==> config.mk <==
export PLATFORM = sky130hd
export DESIGN_NAME = store_drain_buf
export DESIGN_NICKNAME = d
export VERILOG_FILES = /design/src/rtl/sdb_pkg.sv /design/src/rtl/sdb_fwd.sv /design/src/rtl/sdb_stall.sv /design/src/rtl/store_drain_buf.sv
export SDC_FILE = /design/constraint.sdc
export NUM_CORES = 1
export LEC_CHECK = 0
export ABC_AREA = 1
export BUFFER_PORTS_ARGS = -buffer_cell sky130_fd_sc_hd__buf_2
export CAP_MARGIN = 20
export CORE_ASPECT_RATIO = 2
export CORE_UTILIZATION = 35
export CTS_BUF_LIST = sky130_fd_sc_hd__clkbuf_2 sky130_fd_sc_hd__clkbuf_4 sky130_fd_sc_hd__clkbuf_8
export DETAILED_ROUTE_END_ITERATION = 10
export PLACE_DENSITY = 0.63
export SYNTH_ARGS = -nofsm -noshare
export SYNTH_HDL_FRONTEND = slang
export SYNTH_SLANG_ARGS = --single-unit
==> constraint.sdc <==
create_clock -name clk -period 3.07 [get_ports clk]
set_input_delay 0 -clock clk [delete_from_list [all_inputs] [get_ports clk]]
set_output_delay 0 -clock clk [all_outputs]
set_load 0.02 [all_outputs]
==> src/rtl/sdb_pkg.sv <==
package sdb_pkg;

    // Position of the entry that is k places younger than slot p in a ring of n slots.
    function automatic int unsigned ring_at(int unsigned p, int unsigned k, int unsigned n);
        return (p + k) % n;
    endfunction

endpackage

==> src/rtl/sdb_fwd.sv <==
module sdb_fwd #(
    parameter int DEPTH = 4,
    parameter int AW    = 32,
    parameter int DW    = 32,
    localparam int PW   = (DEPTH > 1) ? $clog2(DEPTH) : 1
) (
    input  logic [DEPTH-1:0]         slot_vld,
    input  logic [DEPTH-1:0][AW-1:0] slot_addr,
    input  logic [DEPTH-1:0][DW-1:0] slot_data,
    input  logic [PW-1:0]            head,
    input  logic [AW-1:0]            look_addr,
    output logic                     look_hit,
    output logic [DW-1:0]            look_data
);
    import sdb_pkg::*;

    // Walk from oldest to youngest; a later match overrides an earlier one.
    always_comb begin
        look_hit  = 1'b0;
        look_data = '0;
        for (int k = 0; k < DEPTH; k++) begin
            int unsigned idx;
            idx = ring_at(int'(head), k, DEPTH);
            if (slot_vld[idx] && (slot_addr[idx] == look_addr)) begin
                look_hit  = 1'b1;
                look_data = slot_data[idx];
            end
        end
    end

endmodule

==> src/rtl/sdb_stall.sv <==
module sdb_stall (
    input  logic offer,
    input  logic accept_ok,
    input  logic barrier,
    input  logic empty,
    output logic stall
);
    logic full_block;
    logic drain_block;

    always_comb begin
        full_block  = offer && !accept_ok;
        drain_block = barrier && !empty;
        stall       = full_block || drain_block;
    end

endmodule

==> src/rtl/store_drain_buf.sv <==
module store_drain_buf #(
    parameter int DEPTH = 4,
    parameter int AW    = 32,
    parameter int DW    = 32,
    localparam int TW   = (DEPTH > 1) ? $clog2(DEPTH) : 1,
    localparam int CW   = $clog2(DEPTH + 1)
) (
    input  logic          clk,
    input  logic          rst_n,
    input  logic          st_valid,
    input  logic [AW-1:0] st_addr,
    input  logic [DW-1:0] st_data,
    output logic          st_ready,
    output logic [TW-1:0] st_tag,
    input  logic          ack_valid,
    input  logic [TW-1:0] ack_tag,
    input  logic [AW-1:0] ld_addr,
    output logic          ld_hit,
    output logic [DW-1:0] ld_data,
    output logic          cm_valid,
    output logic [AW-1:0] cm_addr,
    output logic [DW-1:0] cm_data,
    input  logic          barrier_req,
    output logic          core_stall
);

    typedef struct packed {
        logic [DEPTH-1:0]         vld;
        logic [DEPTH-1:0]         rdy;
        logic [DEPTH-1:0][AW-1:0] addr;
        logic [DEPTH-1:0][DW-1:0] data;
        logic [TW-1:0]            head;
        logic [TW-1:0]            tail;
        logic [CW-1:0]            cnt;
    } sb_state_t;

    sb_state_t state_d, state_q;

    logic          commit_now;
    logic          push_now;
    logic          is_full;
    logic          is_empty;
    logic [CW-1:0] occ;

    function automatic logic [TW-1:0] ptr_next(logic [TW-1:0] p);
        return (p == TW'(DEPTH - 1)) ? '0 : p + 1'b1;
    endfunction

    assign occ      = state_q.cnt;
    assign is_full  = (state_q.cnt == CW'(DEPTH));
    assign is_empty = (state_q.cnt == '0);

    always_comb begin
        state_d    = state_q;
        commit_now = state_q.vld[state_q.head] && state_q.rdy[state_q.head];
        st_ready   = !is_full || commit_now;
        push_now   = st_valid && st_ready;
        st_tag     = state_q.tail;
        cm_valid   = commit_now;
        cm_addr    = state_q.addr[state_q.head];
        cm_data    = state_q.data[state_q.head];

        // retire the oldest entry
        if (commit_now) begin
            state_d.vld[state_q.head] = 1'b0;
            state_d.rdy[state_q.head] = 1'b0;
            state_d.head              = ptr_next(state_q.head);
        end

        // acknowledgement marks a still-held slot ready
        if (ack_valid && (int'(ack_tag) < DEPTH)) begin
            if (state_d.vld[ack_tag]) begin
                state_d.rdy[ack_tag] = 1'b1;
            end
        end

        // new store takes the tail slot and waits for its own ack
        if (push_now) begin
            state_d.vld[state_q.tail]  = 1'b1;
            state_d.rdy[state_q.tail]  = 1'b0;
            state_d.addr[state_q.tail] = st_addr;
            state_d.data[state_q.tail] = st_data;
            state_d.tail               = ptr_next(state_q.tail);
        end

        state_d.cnt = state_q.cnt + CW'(push_now) - CW'(commit_now);
    end

    always_ff @(posedge clk or negedge rst_n) begin
        if (!rst_n) begin
            state_q <= '0;
        end else begin
            state_q <= state_d;
        end
    end

    sdb_fwd #(
        .DEPTH(DEPTH),
        .AW   (AW),
        .DW   (DW)
    ) u_fwd (
        .slot_vld (state_q.vld),
        .slot_addr(state_q.addr),
        .slot_data(state_q.data),
        .head     (state_q.head),
        .look_addr(ld_addr),
        .look_hit (ld_hit),
        .look_data(ld_data)
    );

    sdb_stall u_stall (
        .offer    (st_valid),
        .accept_ok(st_ready),
        .barrier  (barrier_req),
        .empty    (is_empty),
        .stall    (core_stall)
    );

endmodule

# --- Yosys cells after proc, flatten, opt, wreduce, memory -nomap -nowiden ---
# Index checks and enable logic that the tools add are counted.
word_totals:
  elab_cells: 116
  ff_bits: 271
  ram_bits: 0
  rom_bits: 0
  latch_bits: 0
  n_memories: 0
classes:
  reduce_logical: 17
  bitwise: 7
  muxes: 55
  magnitude_cmp: 10
  n_shift: 0
  n_addsub: 7
  div_mod_pow: 0
  n_eq_ne: 7
  mul: 0
ops:
  columns: ["operator", "n"]
  rows:
  - ["$bmux 32 s2", 8]
  - ["$mux 32", 15]
  - ["$mux 264", 1]
  - ["$bwmux 128", 2]
  - ["$eq 32x32->1", 4]
  - ["$demux 32 s2", 1]
  - ["$lt 2x3->1 const B", 7]
  - ["$mux 1", 14]
  - ["$and 4x4->4", 3]
  - ["$bmux 1 s2", 6]
  - ["$logic_and 1x1->1", 11]
  - ["$mux 4", 2]
  - ["$mux 8", 1]
  - ["$not 4->4", 2]
  - ["$or 4x4->4", 2]
  - ["$add 2x1->2 const B", 3]
  - ["$demux 1 s2", 3]
  - ["$ge 2x1->1 const B", 3]
  - ["$add 2x2->2 const B", 2]
  - ["$eq 2x2->1 const B", 2]
  - ["$mux 2", 2]
  - ["$add 3x1->3", 1]
  - ["$eq 3x3->1 const B", 1]
  - ["$logic_not 1->1", 3]
  - ["other kinds (3)", 4]

# --- Longest topological paths before layout ---
logic_depth:
  depth_word: 13
  mapped_depth: 26
  mapped_depth_nobuf: 19

# --- By module ---
# Synthesis repeated with hierarchy kept, for this count alone.
unflattened:
  hier_cells: 3353
  hier_area_um2: 21436.8
by_module_without_submodules:
  columns: ["module", "seq_area_each_um2", "area_per_inst_um2", "n_inst", "cells_per_inst"]
  rows:
  - ["store_drain_buf", 6781.5, 11896.4, 1, 1361]
  - ["sdb_fwd", 0.0, 9521.6, 1, 1987]
  - ["sdb_stall", 0.0, 18.8, 1, 5]

# --- Worst setup path before layout ---
# OpenSTA, ideal clock, no wires.
synth_path:
  kind: "register to output"
  startpoint: "register state_q[6] in the netlist's numbering"
  endpoint: "output port ld_data[22]"
  arrival_time_ns: 3.500
  slack_ns: -0.430
  stages_incl_launch_ff: 22
  path_cell_list: "dfrtp_1 > buf_2 > inv_2 > buf_2 > buf_2 > clkbuf_1 > clkbuf_1 > ha_1 > buf_2 > buf_4 > buf_2 > nand3_1 > o21ai_0 > a21oi_1 > o221ai_1 > nor2_1 > nand3_1 > nor2_1 > buf_4 > buf_2 > o211ai_1 > nand2_1"
synth_between:
  elab_chain_len: 8
  elab_cells_between_ends: 39
  classes_between: "add/sub (3); eq/ne (4); mux (28); reduce/logical (4)"
synth_rtl:
  columns: ["item", "line_no", "rtl"]
  rows:
  - ["start, declared", "store_drain_buf.sv:37", "sb_state_t state_d, state_q;"]
  - ["start signal, assigned", "store_drain_buf.sv:93", "state_q <= state_d;"]
  - ["$add 2x1->2 or $bmux 32 s2 (tied branches)", "sdb_pkg.sv:5, sdb_fwd.sv:24", null]
  - ["$bmux 32 s2 or $mux 32 (tied branches)", "sdb_fwd.sv:24", "if (slot_vld[idx] && (slot_addr[idx] == look_addr)) begin"]
  - ["$mux 32 (implied by the code) or $eq 32x32->1 (tied branches)", "sdb_fwd.sv:24", null]
  - ["$eq 32x32->1 or $logic_and 1x1->1 (tied branches)", "sdb_fwd.sv:24", null]
  - ["$logic_and 1x1->1 or $mux 32 (tied branches)", "sdb_fwd.sv:24", null]
  - ["$mux 32 (2 in a row)", "sdb_fwd.sv:24", null]
  - ["$mux 32 *", "sdb_fwd.sv:24", null]
  - ["end, declared", "store_drain_buf.sv:19", "output logic [DW-1:0] ld_data,"]
# Every way passes the cells marked *; elsewhere a longest branch is shown, timed or not. The select of a mux whose other input is x is not followed.

# --- Worst setup path in the final report ---
layout_path:
  startpoint: "register state_q[5] in the netlist's numbering"
  endpoint: "output port ld_data[4]"
# The elaborated chain is that of the path after synthesis.

==> results by group <==
Worst hold path
  – Worst hold path class: in -> reg
  – Hold Crit Start: st_data[5]

Critical path
  – Worst r2r src: state_q[5]
  – Crit path DAT: 3720 ps
  – R2r setup slk: 120 ps
  – CP required: 3070 ps
  – Max Fanout on Critical Path: 27
  – Worst setup SP type: flip-flop
  – Kind of critical path: reg -> out
  – Worst setup EP type: output port
  – Worst Setup SP: state_q[5]

STA
  – Final Max Slew Viols: 0
  – Fin Clk Skew: 42.4 ps
  – Maximum clock rate: 0.268 GHz
  – Hold_ws: 146 ps
  – Setup violators final: 33
  – Hold Vio Cnt, Final: 0
  – RSZ-0062 raised after global routing: true
  – Slew @ Worst Pin: 835 ps
  – Rel. slew slack: 44.3%
  – Fin crit share: 121%
  – Min Tclk post-route: 3720 ps
  – Final worst slack: -655 ps

Route
  – Remaining antenna violation count: 0
  – DR WL/cell: 19.6 um
  – Met2 WL: 40400 um
  – Initial DRC Count: 1549
  – Met3 wire length: 5360 um
  – M1 WL: 28900 um
  – Top sig layer: met5
  – Routed WL: 81600 um
  – Via count: 21856
  – Vias per Instance: 5.25
  – DRC viols: 0
  – TritonRoute pass-1 iters: 8

Clock network
  – Worst-path clk slew: 70 ps
  – Worst-skew pair later-pin latency: 640 ps
  – CTS root buf: clkbuf_8
  – CTS Buf Count: 46
  – H-tree levels: 2
  – CTS tree: yes
  – Sink Count: 271
  – Clk buf depth: 3

Yosys
  – Mapped Nets: 3181
  – Synth top area cells: dfrtp_1 (35%), nand2_1 (24%), o21ai_0 (12%)
  – Mux cell area share after synthesis: 3.08%
  – Post-Syn Area: 0.0195 mm2
  – Compound-Gate Fraction of Synth Area: 15.1%
  – Post-synth cell types: 41
  – Post-synth ARST share: 100%
  – Mean post-synth cell area: 6.36 um2
  – Post-Synth XOR/XNOR Area: 1.17%
  – Register area share after synthesis: 34.8%
  – Post-synth EDFFs: 0
  – Largest family of logic cells by synthesized area: simple AND/OR/NAND/NOR gates
  – Area leader, netlist: dfrtp_1
  – Ys Warns: 0
  – Seq cells post-synth: 271
  – Simple-gate portion of the synthesized area: 35.2%
  – Ys flop type: dfrtp_1
  – Synth top area share: 34.8%
  – Adder-cell area share of the yosys netlist: 0.744%
  – Gate count after technology mapping: 3067

Floorplan
  – Row count: 122
  – Die Y: 336 um
  – Die X: 169 um
  – Initial Util: 35.3%
  – Io pins: 205
  – Core ar.: 0.0553 mm2
  – Die footprint: 0.0567 mm2

Place
  – Placed Area: 0.0221 mm2
  – RePlAce Congestion: 0.997
  – DP Worst Slack: -43.2 ps
  – Port bufs: 204
  – DP Wirelength: 54100 um

Final layout
  – Commonest cells after routing, fill and taps aside: nand2_1 (1171), o21ai_0 (448), nand3_1 (295)
  – Final core occ: 46.5%
  – Synthesis-to-layout area growth: 31.8%
  – Final Cell Area: 0.0257 mm2
  – Most common cell after layout, fill and taps aside: nand2_1
  – Nets: 3501
  – Share of cells above drive strength 1: 19.0%

Power and ir drop
  – Peak supply drop: 0.000730 V
  – Power density cells: 1290 mW/mm2
  – P_leak: 13.4 nW
  – Pwr Total: 33.1 mW

Global routing
  – First-pass GRT wire length: 116000 um
  – Gr ovfl total: 0
  – Largest net degree at the start of global routing: 91
  – Vias in the first global route: 20590
  – Initial antenna violation count: 6
  – GRT Overall Usage: 26.7%

Job
  – Max-cap check violation count: 0

Outcome
  – Failing checks: negative setup slack
  – Outcome: finished with violations
## timing repair
item                                    CTS  global route
hold buffers                             71             0
resized for setup                        40           206
endpoints found under the setup margin   37            38
hold endpoints to repair                463             0
cloned                                    6            22
pin swaps                                 3            29
setup buffers                             1            14
## per-stage QoR
stage | instances | setup TNS (ps)
floorplan | 3067 | 0
global placement | 3969 | -296
detailed placement | 3969 | -560
CTS | 4129 | -18640
global route | 4166 | -23460
finish | 4167 | -19830
## cell type report
cell class | instances | area (um2)
Antenna cell | 2 | 5.00
Clock buffer | 68 | 873
Clock inverter | 14 | 198
Fill cell | 5832 | 29600
Inverter | 258 | 991
Multi-Input combinational cell | 2346 | 11500
Sequential cell | 271 | 6790
Tap cell | 744 | 931
Timing Repair Buffer | 464 | 4430
## cell usage after synthesis (4+ instances only)
library cell  number
a21oi_1           46
buf_1             24
buf_2             56
buf_4             21
buf_6             13
clkbuf_1          78
dfrtp_1          271
ha_1              10
inv_1            253
inv_2              4
mux2i_1           60
nand2_1         1245
nand3_1          333
nand4_1            7
nor2_1            66
nor2_2             4
nor3_1             8
o211ai_1          34
o21ai_0          452
o21ai_1           19
o22ai_1            5
or2_1              5
xor2_1            23
## cell families (layout without fill, tap and decap cells)
kind of cell / count (synthesis) / after routing
and+or+nand+nor: 1684 / 1684
AOI/OAI and AO/OA: 565 / 565
buffers and inverters: 450 / 804
DFF: 271 / 271
muxes: 60 / 60
xor gates and xnor gates: 26 / 26
adders and majority gates: 11 / 11
other: 0 / 2
## critical path: stages (launching register included)
cell and delay (ps):
dfrtp_4 520, inv_6 80, buf_12 160, buf_16 170, buf_4 150, nand2_1 60
nand3_1 80, nand2_1 80, xor2_1 150, buf_4 170, nor2_1 80, nand2_1 170
nor2_1 180, nand3_2 140, nor2_4 200, buf_12 240, a21oi_1 120, nand2_1 90
nand2_2 50, buf_2 160
## worst paths after layout
check	endpoint	cells past startpoint
worst max-delay path	ld_data[4]	19
worst min-delay path	flip-flop	4
worst max register to register	occ[2]	14
worst min register to register	flip-flop	2
max in group asynchronous	async pin	4
min in group asynchronous	async pin	3
## where the power goes
group | total [mW] | internal, mW | switching, mW
clock network | 3.92 | 2.24 | 1.68
registers | 6.55 | 5.26 | 1.29
logic | 22.6 | 8.23 | 14.4
## metal layers
layer	up-vias	global-route usage, %
li1	10535	-
met1	10091	27.9
met2	916	47.1
met3	304	4.70
met4	10	20.9
met5	-	0
No activity file was read; power rests on OpenSTA's default activity.
